[src/rtl/xlat_pkg.sv]
package xlat_pkg;
  parameter int unsigned XL_VPN_W   = 8;
  parameter int unsigned XL_SET_BITS = 2;
  parameter int unsigned XL_WAYS    = 4;
  parameter int unsigned XL_PPN_W   = 6;
  parameter int unsigned XL_OFS_W   = 6;

  typedef enum logic {
    ACC_READ  = 1'b0,
    ACC_WRITE = 1'b1
  } xl_acc_e;
endpackage

[src/rtl/xlat_set_bank.sv]
module xlat_set_bank #(
  parameter int unsigned WAYS  = 4,
  parameter int unsigned TAG_W = 6,
  parameter int unsigned PPN_W = 6
) (
  input  logic                        clk,
  input  logic                        rst_n,
  input  logic                        flush,
  input  logic                        wr_en,
  input  logic [WAYS-1:0]             wr_way,
  input  logic [TAG_W-1:0]            wr_tag,
  input  logic [PPN_W-1:0]            wr_ppn,
  input  logic                        wr_rd_ok,
  input  logic                        wr_wr_ok,
  output logic [WAYS-1:0]             vld,
  output logic [WAYS-1:0][TAG_W-1:0]  tags,
  output logic [WAYS-1:0][PPN_W-1:0]  ppns,
  output logic [WAYS-1:0]             rd_ok,
  output logic [WAYS-1:0]             wr_ok
);
  logic [WAYS-1:0] vld_nxt;

  always_comb begin
    vld_nxt = vld;
    if (flush) begin
      vld_nxt = '0;
    end else if (wr_en) begin
      vld_nxt = vld | wr_way;
    end
  end

  always_ff @(posedge clk or negedge rst_n) begin
    if (!rst_n) begin
      vld <= '0;
    end else begin
      vld <= vld_nxt;
    end
  end

  // payload fields carry no reset; the valid bit qualifies them
  for (genvar w = 0; w < WAYS; w++) begin : g_way
    always_ff @(posedge clk) begin
      if (wr_en && wr_way[w]) begin
        tags[w]  <= wr_tag;
        ppns[w]  <= wr_ppn;
        rd_ok[w] <= wr_rd_ok;
        wr_ok[w] <= wr_wr_ok;
      end
    end
  end
endmodule

[src/rtl/xlat_tag_match.sv]
module xlat_tag_match #(
  parameter int unsigned WAYS  = 4,
  parameter int unsigned TAG_W = 6,
  parameter int unsigned PPN_W = 6
) (
  input  logic [TAG_W-1:0]            key,
  input  logic [WAYS-1:0]             vld,
  input  logic [WAYS-1:0][TAG_W-1:0]  tags,
  input  logic [WAYS-1:0][PPN_W-1:0]  ppns,
  input  logic [WAYS-1:0]             rd_ok,
  input  logic [WAYS-1:0]             wr_ok,
  output logic [WAYS-1:0]             way_hit,
  output logic                        any_hit,
  output logic [PPN_W-1:0]            hit_ppn,
  output logic                        hit_rd_ok,
  output logic                        hit_wr_ok
);
  always_comb begin
    hit_ppn   = '0;
    hit_rd_ok = 1'b0;
    hit_wr_ok = 1'b0;
    for (int w = 0; w < WAYS; w++) begin
      way_hit[w] = vld[w] && (tags[w] == key);
      hit_ppn    = hit_ppn | ({PPN_W{way_hit[w]}} & ppns[w]);
      hit_rd_ok  = hit_rd_ok | (way_hit[w] & rd_ok[w]);
      hit_wr_ok  = hit_wr_ok | (way_hit[w] & wr_ok[w]);
    end
    any_hit = |way_hit;
  end
endmodule

[src/rtl/xlat_victim.sv]
module xlat_victim #(
  parameter int unsigned WAYS  = 4,
  parameter int unsigned TAG_W = 6
) (
  input  logic                        clk,
  input  logic                        rst_n,
  input  logic                        go,
  input  logic [TAG_W-1:0]            fill_tag,
  input  logic [WAYS-1:0]             vld,
  input  logic [WAYS-1:0][TAG_W-1:0]  tags,
  output logic [WAYS-1:0]             way_sel
);
  localparam int unsigned PTR_W = (WAYS > 1) ? $clog2(WAYS) : 1;

  logic [PTR_W-1:0] rr_q;
  logic [PTR_W-1:0] rr_nxt;
  logic [WAYS-1:0]  dup;
  logic [WAYS-1:0]  free_pick;
  logic [WAYS-1:0]  rr_pick;
  logic             has_dup;
  logic             has_free;
  logic             rr_use;

  always_comb begin
    dup       = '0;
    free_pick = '0;
    rr_pick   = '0;
    for (int w = 0; w < WAYS; w++) begin
      dup[w] = vld[w] && (tags[w] == fill_tag);
      if (rr_q == PTR_W'(w)) rr_pick[w] = 1'b1;
    end
    for (int w = WAYS - 1; w >= 0; w--) begin
      if (!vld[w]) begin
        free_pick    = '0;
        free_pick[w] = 1'b1;
      end
    end
    has_dup  = |dup;
    has_free = ~&vld;
    rr_use   = !has_dup && !has_free;
    if (has_dup)       way_sel = dup;
    else if (has_free) way_sel = free_pick;
    else               way_sel = rr_pick;
  end

  always_comb begin
    rr_nxt = rr_q;
    if (go && rr_use) begin
      rr_nxt = (rr_q == PTR_W'(WAYS - 1)) ? '0 : rr_q + 1'b1;
    end
  end

  always_ff @(posedge clk or negedge rst_n) begin
    if (!rst_n) begin
      rr_q <= '0;
    end else begin
      rr_q <= rr_nxt;
    end
  end
endmodule

[src/rtl/xlat_cache.sv]
module xlat_cache
  import xlat_pkg::*;
#(
  parameter int unsigned VPN_W    = XL_VPN_W,
  parameter int unsigned SET_BITS = XL_SET_BITS,
  parameter int unsigned WAYS     = XL_WAYS,
  parameter int unsigned PPN_W    = XL_PPN_W,
  parameter int unsigned OFS_W    = XL_OFS_W
) (
  input  logic                   clk,
  input  logic                   rst_n,
  input  logic                   lk_valid,
  input  logic [VPN_W-1:0]       lk_vpn,
  input  logic [OFS_W-1:0]       lk_ofs,
  input  logic                   lk_write,
  output logic                   lk_hit,
  output logic                   lk_miss,
  output logic [PPN_W-1:0]       lk_ppn,
  output logic [PPN_W+OFS_W-1:0] lk_paddr,
  output logic                   lk_fault,
  input  logic                   fill_en,
  input  logic [VPN_W-1:0]       fill_vpn,
  input  logic [PPN_W-1:0]       fill_ppn,
  input  logic                   fill_rd_ok,
  input  logic                   fill_wr_ok,
  input  logic                   flush
);
  localparam int unsigned SETS  = 1 << SET_BITS;
  localparam int unsigned TAG_W = VPN_W - SET_BITS;

  logic [SET_BITS-1:0] lk_set;
  logic [TAG_W-1:0]    lk_tag;
  logic [SET_BITS-1:0] fill_set;
  logic [TAG_W-1:0]    fill_tag;
  logic                fill_go;
  xl_acc_e             acc;

  logic [SETS-1:0][WAYS-1:0]             set_vld;
  logic [SETS-1:0][WAYS-1:0][TAG_W-1:0]  set_tag;
  logic [SETS-1:0][WAYS-1:0][PPN_W-1:0]  set_ppn;
  logic [SETS-1:0][WAYS-1:0]             set_rd;
  logic [SETS-1:0][WAYS-1:0]             set_wr;
  logic [SETS-1:0][WAYS-1:0]             set_sel;

  logic [WAYS-1:0]  lk_way_hit;
  logic             m_hit;
  logic [PPN_W-1:0] m_ppn;
  logic             m_rd;
  logic             m_wr;

  assign lk_set   = lk_vpn[SET_BITS-1:0];
  assign lk_tag   = lk_vpn[VPN_W-1:SET_BITS];
  assign fill_set = fill_vpn[SET_BITS-1:0];
  assign fill_tag = fill_vpn[VPN_W-1:SET_BITS];
  assign fill_go  = fill_en && !flush;
  assign acc      = lk_write ? ACC_WRITE : ACC_READ;

  for (genvar s = 0; s < SETS; s++) begin : g_set
    logic set_go;
    assign set_go = fill_go && (fill_set == SET_BITS'(s));

    xlat_victim #(
      .WAYS (WAYS),
      .TAG_W(TAG_W)
    ) u_victim (
      .clk     (clk),
      .rst_n   (rst_n),
      .go      (set_go),
      .fill_tag(fill_tag),
      .vld     (set_vld[s]),
      .tags    (set_tag[s]),
      .way_sel (set_sel[s])
    );

    xlat_set_bank #(
      .WAYS (WAYS),
      .TAG_W(TAG_W),
      .PPN_W(PPN_W)
    ) u_bank (
      .clk     (clk),
      .rst_n   (rst_n),
      .flush   (flush),
      .wr_en   (set_go),
      .wr_way  (set_sel[s]),
      .wr_tag  (fill_tag),
      .wr_ppn  (fill_ppn),
      .wr_rd_ok(fill_rd_ok),
      .wr_wr_ok(fill_wr_ok),
      .vld     (set_vld[s]),
      .tags    (set_tag[s]),
      .ppns    (set_ppn[s]),
      .rd_ok   (set_rd[s]),
      .wr_ok   (set_wr[s])
    );
  end

  xlat_tag_match #(
    .WAYS (WAYS),
    .TAG_W(TAG_W),
    .PPN_W(PPN_W)
  ) u_match (
    .key      (lk_tag),
    .vld      (set_vld[lk_set]),
    .tags     (set_tag[lk_set]),
    .ppns     (set_ppn[lk_set]),
    .rd_ok    (set_rd[lk_set]),
    .wr_ok    (set_wr[lk_set]),
    .way_hit  (lk_way_hit),
    .any_hit  (m_hit),
    .hit_ppn  (m_ppn),
    .hit_rd_ok(m_rd),
    .hit_wr_ok(m_wr)
  );

  always_comb begin
    lk_hit   = lk_valid && m_hit;
    lk_miss  = lk_valid && !m_hit;
    lk_ppn   = lk_hit ? m_ppn : '0;
    lk_paddr = lk_hit ? {m_ppn, lk_ofs} : '0;
    unique case (acc)
      ACC_WRITE: lk_fault = lk_hit && !m_wr;
      default:   lk_fault = lk_hit && !m_rd;
    endcase
  end
endmodule

[config.mk]
export PLATFORM = sky130hd
export DESIGN_NAME = xlat_cache
export DESIGN_NICKNAME = d
export VERILOG_FILES = /design/src/rtl/xlat_pkg.sv /design/src/rtl/xlat_set_bank.sv /design/src/rtl/xlat_tag_match.sv /design/src/rtl/xlat_victim.sv /design/src/rtl/xlat_cache.sv
export SDC_FILE = /design/constraint.sdc
export NUM_CORES = 1
export LEC_CHECK = 0
export ABC_AREA = 1
export CORE_MARGIN = 2
export CORE_UTILIZATION = 43
export CTS_BUF_LIST = sky130_fd_sc_hd__clkbuf_16
export CTS_CLUSTER_SIZE = 14
export DETAILED_ROUTE_END_ITERATION = 10
export DONT_BUFFER_PORTS = 1
export SLEW_MARGIN = 10
export SYNTH_ARGS = -nofsm -noshare
export SYNTH_HDL_FRONTEND = slang
export SYNTH_SLANG_ARGS = --single-unit
[constraint.sdc]
create_clock -name clk -period 2.6 [get_ports clk]
set_input_delay 0.13 -clock clk [delete_from_list [all_inputs] [get_ports clk]]
set_output_delay 0.13 -clock clk [all_outputs]
set_load 0.01 [all_outputs]
==> impl_results.md, run 1 <==
- RSZ-0062 raised after global routing: true
- Fin Hold WS: 0.02005 ns
- Fin. Hold Viols: 0
- Main flop type after synthesis: edfxtp_1
- Leak Pwr: 5.654 nW
- Initial Utilization: 0.4336
- H-tree depth: 1
- EDFF count, synth: 224
- DR iter-0 viols: 1195
- Worst Hold Path EP: g_set[3].u_bank.vld[2]$_DFFE_PN0P_
- Placeable Area: 28470 sq um
- PortBufs: 0
- Fin util: 0.5122
- Worst Path Max Fanout: 3
- Placement Cell Area: 12910 sq um
- Cell Int Power: 6.578 mW
- Synth async-reset ratio: 0.09677
- Worst vdd ir: 0.0006018 V
- GP Congestion: 0.8986
- Post-synth cell types: 38
- Sequential area share after synthesis: 0.5936
- Mean Syn Cell Area: 9.598 sq um
- Max cap viols: 0
- FP Rows: 62
- Die Area: 30080 sq um
- Total wire length: 36.07 mm
- Worst setup margin: 0.04064 ns
- Worst-path clk slew: 0.06 ns
- Synth Cell Area: 12340 sq um
- Final ANT Viol Nets: 0
- # clock sinks: 248
- Clk_lat worst skew: 0.56 ns
- CTS tree: yes
- Final instance count without filler cells: 1754
- Largest cells by area after synthesis: edfxtp_1 (54%), nand2_1 (9.5%), dfrtp_1 (4.9%)
- Antenna violations before repair: 1
- Worst EP required: 2.47 ns
- Mapped Nets: 1338
- DRC: 0
- Clk buf depth: 3
- Synth Instances: 1286
- Max_slew headroom: 0.4671
- Layout net count: 1400
- Crit path kind: reg -> out
- Largest area contributor in the netlist: edfxtp_1
- Largest net degree at the start of global routing: 125
- Clock power frac: 0.416
- Sw power: 2.009 mW
- Final period utilization: 0.9844
- CTS Buf Count: 27
- R2R cell count: 12
- Post-route cell area: 14580 sq um
- FF+latch count, synth: 248
- Final setup fails: 0
- Number of global-route vias before repair: 9086
- Fmax: 390.7 MHz
- Pwr per Cell Area: 588.8 nW/um^2
- Hold path start: fill_vpn[4]
- CP Cell Sequence: nand2_1 > nand3_1 > nand2_1 > xor2_4 > nor2_4 > buf_4 > nand3_1 > nand2_2 > a21oi_2 > a21oi_2 > buf_4
- Pre-CTS setup slack: 0.2434 ns
- Total power: 8.587 mW
- Gr usage total: 0.2374
- Area delta synth->final: 18.14%
- Vias/cell: 5.489
- Hpwl dp: 22.36 mm
- Worst hold path class: in -> reg
- WP data arrival: 2.43 ns
- Reg power frac: 0.511
- TritonRoute pass-1 iters: 6
- Vias: 9628
- Critical path origin: g_set[0].u_bank.tags[7]$_DFFE_PP_
- Yosys top cell area share: 0.5450
- Post-route setup TNS: 0 ns
- Slew Limit Fails: 0
- Die Y: 173.4 um
- WL per Instance: 20.56 um
- Slew @ Worst Pin: 0.7967 ns
- CP max stage cell: edfxtp_1
- GRT overflow: 0
- Part of the power in combinational logic: 0.073
- Outcome: finished, final reports clean
- Most common cell in the synthesized netlist: nand2_1
- Top cells by count, synth: nand2_1 (311), edfxtp_1 (224), nor2_1 (142)
- YS warnings: 0
- CP Capture Type: output port
- First-pass GRT wire length: 54.73 mm
- Placed insts: 1646
- CP startpoint kind: flip-flop
- Fraction of layout cells with a size suffix above 1: 0.1527
- Hold Path Depth: 7
- Die width: 173.4 um
- Minimum clock period: 2.559 ns
- Clk root buf: clkbuf_16
- I/O pin cnt: 57
- FF-to-FF Start: g_set[3].u_bank.vld[0]$_DFFE_PN0P_
- Reg2reg setup slack: 0.24 ns
- Final clock skew: 0.01291 ns
- Sw frac: 0.2340
- Worst r2r dst: g_set[3].u_bank.rd_ok[1]$_DFFE_PP_
- Crit path largest cell delay: 0.43 ns
[layer usage]
metal | global-route usage | share of wire | up-vias | routed length [um]
met5 | 0 | 0 | - | 0
met4 | 0.08227 | 0.039 | 0 | 1401
met3 | 0.04386 | 0.076 | 75 | 2742
met2 | 0.3800 | 0.46 | 422 | 16690
met1 | 0.3262 | 0.42 | 4612 | 15240
li1 | - | - | 4519 | -
[power groups by stage]
stage,registers (mW),logic [mW],clock network (mW)
final,4.39,0.625,3.58
after global routing,4.39,0.689,3.80
after CTS,4.39,0.579,3.64
after detailed placement,4.47,0.457,0
after global placement,4.47,0.455,0
after floorplan,4.47,0.396,0
[layout by cell type, fill, tap and decap left out, types with 14 or more instances in the layout]
cell / n
nand2_1: 282
edfxtp_1: 224
nor2_1: 135
o21ai_0: 97
inv_1: 95
nand3_1: 94
buf_4: 47
o22ai_1: 40
a21oi_1: 33
clkbuf_16: 27
nand2_2: 24
dfrtp_1: 24
dlygate4sd3_1: 22
xnor2_1: 19
nand4_1: 17
ha_1: 16
buf_12: 16
nor2_4: 14
nor3_1: 14
[sequential cells by signal, summed over array words and instances (netlist names)]
| signal | count |
|---|---|
| g_set.u_victim.rr_q | 8 |
| g_set.u_bank.tags | 96 |
| g_set.u_bank.wr_ok | 16 |
| g_set.u_bank.rd_ok | 16 |
| g_set.u_bank.vld | 16 |
| g_set.u_bank.ppns | 96 |
[layout make-up]
cell class / count / area [sq um]
multi-input combinational: 872 / 4547
clock inverter: 23 / 145.1
timing repair buffer: 94 / 996.0
clock buffer: 27 / 675.6
antenna: 1 / 2.502
sequential: 248 / 7327
inverter: 105 / 409.1
fill: 2589 / 13890
tap: 384 / 480.5
[worst max path at each step]
stage,endpoint,slack (ns),cells after the start
after global routing,lk_paddr[7],-0.08,14
after global placement,lk_fault,0.21,13
after CTS,lk_fault,0.002,14
after detailed placement,lk_fault,0.24,13
after floorplan,g_set[3].u_bank.ppns[0]$_DFFE_PP_,0.19,10
final,lk_ppn[1],0.04,11
[repair_timing]
item | in CTS | in global routing
resized for setup | 15 | 88
endpoints found under the setup margin | 19 | 21
setup buffers | 12 | 20
pin swaps | 7 | 36
cloned | 1 | 0
endpoints found under the hold margin | 266 | 0
hold buffers | 24 | 0
[critical path: cells and delay by family (launching register included)]
kind / cells / cell delay [ns]
flops: 1 / 0.43
compound gates: 2 / 0.21
simple gates: 6 / 0.65
xor+xnor: 1 / 0.26
buf+inv: 2 / 0.32
[cell families (layout without fill, tap and decap cells)]
group	count (synthesis)	in the layout	synth area share
buffers and inverters	167	249	0.06295
AND/OR/NAND/NOR	619	620	0.2132
other	0	1	0
AO/OA/AOI/OAI	203	203	0.09062
XOR/XNOR	33	33	0.02342
adder cells (fa/ha/maj)	16	16	0.01622
flip-flops	248	248	0.5936
Note: power is estimated with default switching activity, not from simulation.
==> inputs of run 2 (changes only) <==
CELL_PAD_IN_SITES_DETAIL_PLACEMENT = 0   (was unset)
CELL_PAD_IN_SITES_GLOBAL_PLACEMENT = 1   (was unset)
PLACE_DENSITY_LB_ADDON = 0.1   (was unset)
==> run 2 against run 1 <==
Compared with the run above: the flow now finishes with violations (setup timing); routed wire length is 9.1% higher; clock-buffer cell count is 2 higher; setup slack worse by 0.049 ns; sequential share of layout area is 0.19 points lower; combinational power is 5.8% higher; clock power is 3% higher; register-to-register slack worse by 0.07 ns; sequential power hardly changed; maximum frequency is 1.9% lower; cell count is 0.11% higher; die area stayed put; critical path type unchanged; largest power group unchanged.
==> impl_results.md, run 2 (same netlist as run 1, synthesis figures left out) <==
- Outcome: finished with violations
- Failing checks: setup timing
- Part of the power in combinational logic: 0.076 (+0.003)
- Fin. Hold Viols: 0 (unchanged)
- GRT overflow: 0 (unchanged)
- Multi-input logic area: 4569 sq um (+0.50%)
- Initial Utilization: 0.4336 (unchanged)
- Worst Path Max Fanout: 5 (+2)
- Number of global-route vias before repair: 9402 (+3.5%)
- Slew Limit Fails: 0 (unchanged)
- Sw power: 2.048 mW (+1.9%)
- Fmax: 383.4 MHz (-1.9%)
- Worst vdd ir: 0.0004065 V (-32%)
- Final clock skew: 0.01734 ns (+0.004424 ns)
- FP Rows: 62 (unchanged)
- Reg power frac: 0.501 (-0.010)
- WL per Instance: 22.40 um (+8.9%)
- First-pass GRT wire length: 59.27 mm (+8.3%)
- Pre-CTS setup slack: 0.08347 ns (-0.1599 ns)
- Slew @ Worst Pin: 1.054 ns (+0.2571 ns)
- Leak Pwr: 5.674 nW (+0.36%)
- Placement Cell Area: 12960 sq um (+0.40%)
- Area delta synth->final: 18.66%
- Die Area: 30080 sq um (unchanged)
- CTS Buf Count: 28 (+3.7%)
- Final period utilization: 1.003 (+0.01887)
- Vias: 9643 (+0.16%)
- Final setup fails: 1 (+1)
- Post-route cell area: 14650 sq um (+0.44%)
- Hpwl dp: 24.44 mm (+9.3%)
- Fraction of layout cells with a size suffix above 1: 0.1618 (+0.009141)
- Fin Hold WS: 0.02160 ns (+0.001545 ns)
- Die width: 173.4 um (unchanged)
- PortBufs: 0 (unchanged)
- GP Congestion: 0.8523 (-5.2%)
- CP Capture Type: output port
- Cell Int Power: 6.704 mW (+1.9%)
- Vias/cell: 5.491 (about the same)
- Max_slew headroom: 0.2952 (-0.1720)
- Worst-path clk slew: 0.06 ns (about the same)
- Final ANT Viol Nets: 0 (unchanged)
- Clk_lat worst skew: 0.55 ns (about the same)
- DR iter-0 viols: 908 (-24%)
- TritonRoute pass-1 iters: 6 (unchanged)
- Pwr per Cell Area: 597.6 nW/um^2 (+1.5%)
- Worst EP required: 2.47 ns (about the same)
- Crit path kind: reg -> out
- Worst setup margin: -0.008422 ns (-0.04907 ns)
- Sw frac: 0.2340 (about the same)
- Register area: 7331 sq um (about the same)
- DRC: 0 (unchanged)
- I/O pin cnt: 57 (unchanged)
- H-tree depth: 1 (unchanged)
- N_diodes: 0 (-1)
- Placeable Area: 28470 sq um (unchanged)
- Minimum clock period: 2.608 ns (+0.04907 ns)
- Most common cell after layout, fill and taps aside: nand2_1
- Filler cells: 2685 (+3.7%)
- Max cap viols: 0 (unchanged)
- Post-route setup TNS: -0.008422 ns (-0.008422 ns)
- Layout net count: 1403 (+0.21%)
- Largest net degree at the start of global routing: 125 (unchanged)
- Clk buf depth: 3 (unchanged)
- Clk root buf: clkbuf_16
- CP startpoint kind: flip-flop
- Gr usage total: 0.2631 (+0.02571)
- Biggest regs: g_set.u_bank.ppns (96), g_set.u_bank.tags (96)
- WP data arrival: 2.48 ns (+0.05 ns)
- Worst hold path class: in -> async
- Total wire length: 39.34 mm (+9.1%)
- Die Y: 173.4 um (unchanged)
- # clock sinks: 248 (unchanged)
- Antenna violations before repair: 0 (-1)
- Most frequent cells in the layout: nand2_1 (284), edfxtp_1 (224), nor2_1 (134)
- RSZ-0062 raised after global routing: true
- Clock power frac: 0.423 (+0.007)
- CTS tree: yes
[run 2: final cells by class]
class | instances | share of cell area
flip-flops and latches | 248 | 0.5005
multi-input cells | 872 | 0.3120
repair buffers | 96 | 0.06706
clock buffers | 29 | 0.04955
well taps | 384 | 0.03280
inverters | 105 | 0.02845
clock inverters | 22 | 0.009653
[run 2: stage by stage]
step | cells | utilization | power, mW
finish | 1756 | 0.5145 | 8.752
global route | 1756 | 0.5145 | 9.062
CTS | 1743 | 0.5028 | 8.782
detailed placement | 1653 | 0.4552 | 4.955
global placement | 1653 | 0.4552 | 4.956
floorplan | 1286 | - | 4.863
[run 2: per-layer routing]
layer  up-vias  GRT usage  routed length (um)
met5         -          0                   0
met3        51    0.04978                2998
met1      4708     0.3987               18350
li1       4529          -                   -
met4         0    0.05720                 765
met2       355     0.3933               17230
[run 2: final timing paths]
path / from / cells after the start / endpoint / slack (ns)
setup / recovery: g_set[2].u_bank.vld[0]$_DFFE_PN0P_ / 14 / lk_hit / -0.008
hold / removal: rst_n / 2 / g_set[3].u_bank.vld[2]$_DFFE_PN0P_ / 0.02
setup reg to reg: g_set[0].u_bank.tags[21]$_DFFE_PP_ / 11 / g_set[0].u_bank.vld[1]$_DFFE_PN0P_ / 0.17
hold reg to reg: g_set[3].u_victim.rr_q[1]$_DFFE_PN0P_ / 2 / g_set[3].u_victim.rr_q[1]$_DFFE_PN0P_ / 0.54
max in group asynchronous: rst_n / 2 / g_set[0].u_bank.vld[1]$_DFFE_PN0P_ / 2.40
min in group clk: fill_vpn[6] / 7 / g_set[3].u_bank.vld[2]$_DFFE_PN0P_ / 0.02
[run 2: worst max-delay path, cell delays in order (launching register included)]
cell and delay (ns):
dfrtp_1 0.35, inv_1 0.10, nand2_1 0.09, nand3_2 0.11
nand2_2 0.09, nand2_1 0.07, nor2_2 0.13, nand2_2 0.11
nor2_4 0.27, inv_2 0.08, nand2_4 0.08, nor2_4 0.05
nor2_8 0.18, buf_6 0.13, buf_6 0.09
[run 2: what timing repair did]
item,CTS,global route
hold buffers,21,0
pin swaps,15,28
resized for setup,42,64
hold endpoints to repair,264,0
setup buffers,17,14
endpoints found under the setup margin,21,65
gates cloned,1,0
[run 2: power by group through the flow]
stage	combinational, mW	sequential (mW)	clock (mW)
detailed placement	0.485	4.47	0
CTS	0.624	4.39	3.77
finish	0.661	4.39	3.70
global placement	0.486	4.47	0
floorplan	0.396	4.47	0
global route	0.723	4.39	3.95
==> inputs of run 3 (changes only) <==
RECOVER_POWER = 100   (was unset)
==> run 3 against run 2 <==
Compared with the run above: the run ends with capacitance limit, slew limit, setup timing left; maximum frequency is 0.16% lower; clock skew is 0.0038 ns lower; cell count did not move; sequential cell count unchanged; critical path depth did not move; die area is the same; clock power is essentially flat; non-clock buffer count stayed put; first-iteration DRC count up 1.9%; setup slack lost 0.0041 ns; clock-buffer cell count did not move.
==> impl_results.md, run 3 (same netlist as run 1, synthesis figures left out) <==
- Total power: 8.750 mW (about the same)
- Number of global-route vias before repair: 9402 (unchanged)
- FF-to-FF Start: g_set[3].u_bank.tags[10]$_DFFE_PP_
- Worst Path Max Fanout: 5 (unchanged)
- WL per Instance: 22.40 um (about the same)
- Vias/cell: 5.470 (-0.39%)
- DR iter-0 viols: 925 (+1.9%)
- Clk_lat worst skew: 0.55 ns (about the same)
- Fin Hold WS: 0.02100 ns (-0.0005908 ns)
- Fraction of layout cells with a size suffix above 1: 0.1582 (-0.003644)
- Clock power frac: 0.424 (about the same)
- Layout net count: 1403 (unchanged)
- Worst EP required: 2.47 ns (about the same)
- Worst setup margin: -0.01251 ns (-0.004085 ns)
- Fmax: 382.8 MHz (-0.16%)
- PortBufs: 0 (unchanged)
- Gr usage total: 0.2631 (unchanged)
- Antenna violations before repair: 0 (unchanged)
- Area delta synth->final: 17.35%
- Leak Pwr: 5.631 nW (-0.77%)
- Biggest regs: g_set.u_bank.ppns (96), g_set.u_bank.tags (96)
- Pwr per Cell Area: 604.0 nW/um^2 (+1.1%)
- Placed insts: 1653 (unchanged)
- Placeable Area: 28470 sq um (unchanged)
- R2R cell count: 9 (-2)
- FP Rows: 62 (unchanged)
- Final setup fails: 1 (unchanged)
- Hpwl dp: 24.44 mm (unchanged)
- Worst vdd ir: 0.0004078 V (+0.32%)
- I/O pin cnt: 57 (unchanged)
- CP Capture Type: output port
- Hold path start: fill_vpn[6]
- Die width: 173.4 um (unchanged)
- Vias: 9605 (-0.39%)
- Final ANT Viol Nets: 0 (unchanged)
- H-tree depth: 1 (unchanged)
- Part of the power in combinational logic: 0.075 (about the same)
- Clk buf depth: 3 (unchanged)
- Final period utilization: 1.005 (+0.001571)
- Worst-path clk slew: 0.06 ns (about the same)
- Sw frac: 0.2345 (+0.0004660)
- Sw power: 2.052 mW (+0.17%)
- GRT overflow: 0 (unchanged)
- Final instance count without filler cells: 1756 (unchanged)
- Worst r2r dst: g_set[3].u_bank.ppns[3]$_DFFE_PP_
- Reg power frac: 0.501 (about the same)
- Final clock skew: 0.01354 ns (-0.003801 ns)
- Outcome: finished with violations
- Total wire length: 39.33 mm (about the same)
- Crit path kind: reg -> out
- First-pass GRT wire length: 59.27 mm (unchanged)
- Die Y: 173.4 um (unchanged)
- WP data arrival: 2.48 ns (about the same)
- Fin. Hold Viols: 0 (unchanged)
- Worst Hold Path EP: g_set[3].u_bank.vld[2]$_DFFE_PN0P_
- Most frequent cells in the layout: nand2_1 (284), edfxtp_1 (224), nor2_1 (134)
- CTS tree: yes
- Clk root buf: clkbuf_16
- Slew Limit Fails: 25 (+25)
- Die Area: 30080 sq um (unchanged)
- TritonRoute pass-1 iters: 6 (unchanged)
- GP Congestion: 0.8523 (unchanged)
- Failing checks: capacitance limit, slew limit, setup timing
- DRC: 0 (unchanged)
- Minimum clock period: 2.613 ns (+0.004085 ns)
- Worst hold path class: in -> reg
- Largest net degree at the start of global routing: 125 (unchanged)
- RSZ-0062 raised after global routing: true
- Cell Int Power: 6.698 mW (about the same)
- Slew @ Worst Pin: 1.528 ns (+0.4743 ns)
- CP startpoint kind: flip-flop
- Hold Path Depth: 7
- Initial Utilization: 0.4336 (unchanged)
- Max cap viols: 1 (+1)
- # clock sinks: 248 (unchanged)
- CTS Buf Count: 28 (unchanged)
- Most common cell after layout, fill and taps aside: nand2_1
- Max_slew headroom: -0.01874 (-0.3139)
- N_diodes: 0 (unchanged)
- Reg2reg setup slack: 0.13 ns (-0.04 ns)
[run 3: what timing repair did]
item,4_1_cts,5_1_grt
setup buffers,17,14
hold buffers,21,0
pin swaps,15,28
gates cloned,1,0
resized for setup,42,64
endpoints found under the setup margin,21,65
hold endpoints to repair,264,0
[run 3: per-layer routing]
metal / GRT usage / share of wire / vias up
li1: - / - / 4529
met1: 0.3987 / 0.47 / 4691
met2: 0.3933 / 0.44 / 334
met3: 0.04978 / 0.077 / 51
met4: 0.05720 / 0.020 / 0
met5: 0 / 0 / -
[run 3: worst max-delay path by stage]
| stage | to | cells past startpoint | slack [ns] | start |
|---|---|---|---|---|
| floorplan | g_set[3].u_bank.ppns[0]$_DFFE_PP_ | 10 | 0.19 | fill_vpn[3] |
| global placement | lk_fault | 14 | 0.11 | lk_vpn[0] |
| detailed placement | lk_fault | 14 | 0.08 | lk_vpn[0] |
| CTS | lk_fault | 15 | -0.006 | g_set[0].u_bank.vld[1]$_DFFE_PN0P_ |
| global route | lk_hit | 13 | -0.11 | g_set[0].u_bank.tags[5]$_DFFE_PP_ |
| finish | lk_hit | 14 | -0.01 | g_set[2].u_bank.vld[0]$_DFFE_PN0P_ |
[run 3: through the flow]
step | TNS, ns | setup slack [ns] | util | area [sq um]
6_report | -0.01251 | -0.01251 | 0.5088 | 14490
5_1_grt | -1.567 | -0.1075 | 0.5088 | 14490
4_1_cts | -0.01849 | -0.006156 | 0.5028 | 14310
3_5_place_dp | 0 | 0.08347 | 0.4552 | 12960
3_3_place_gp | 0 | 0.1102 | 0.4552 | 12960
2_1_floorplan | 0 | 0.1857 | - | 12340
[run 3: cell type report]
| type | count | area, sq um |
|---|---|---|
| flip-flops and latches | 248 | 7331 |
| clock inverters | 22 | 141.4 |
| well taps | 384 | 480.5 |
| clock buffers | 29 | 725.7 |
| inverters | 105 | 416.7 |
| multi-input cells | 872 | 4557 |
| repair buffers | 96 | 833.3 |
| fillers | 2707 | 13980 |
[run 3: power by group through the flow]
| stage | clock network [mW] | registers (mW) | logic (mW) |
|---|---|---|---|
| detailed placement | 0 | 4.47 | 0.485 |
| floorplan | 0 | 4.47 | 0.396 |
| CTS | 3.77 | 4.39 | 0.624 |
| global route | 3.95 | 4.39 | 0.715 |
| finish | 3.71 | 4.39 | 0.653 |
| global placement | 0 | 4.47 | 0.486 |
[run 3: critical path, stage by stage (launching register included)]
cell     delay, ns
dfrtp_1       0.36
inv_1         0.10
nand2_1       0.09
nand3_2       0.11
nand2_2       0.08
nand2_1       0.07
nor2_2        0.13
nand2_2       0.11
nor2_4        0.26
inv_2         0.08
nand2_4       0.08
nor2_4        0.05
nor2_8        0.18
buf_6         0.13
buf_6         0.09
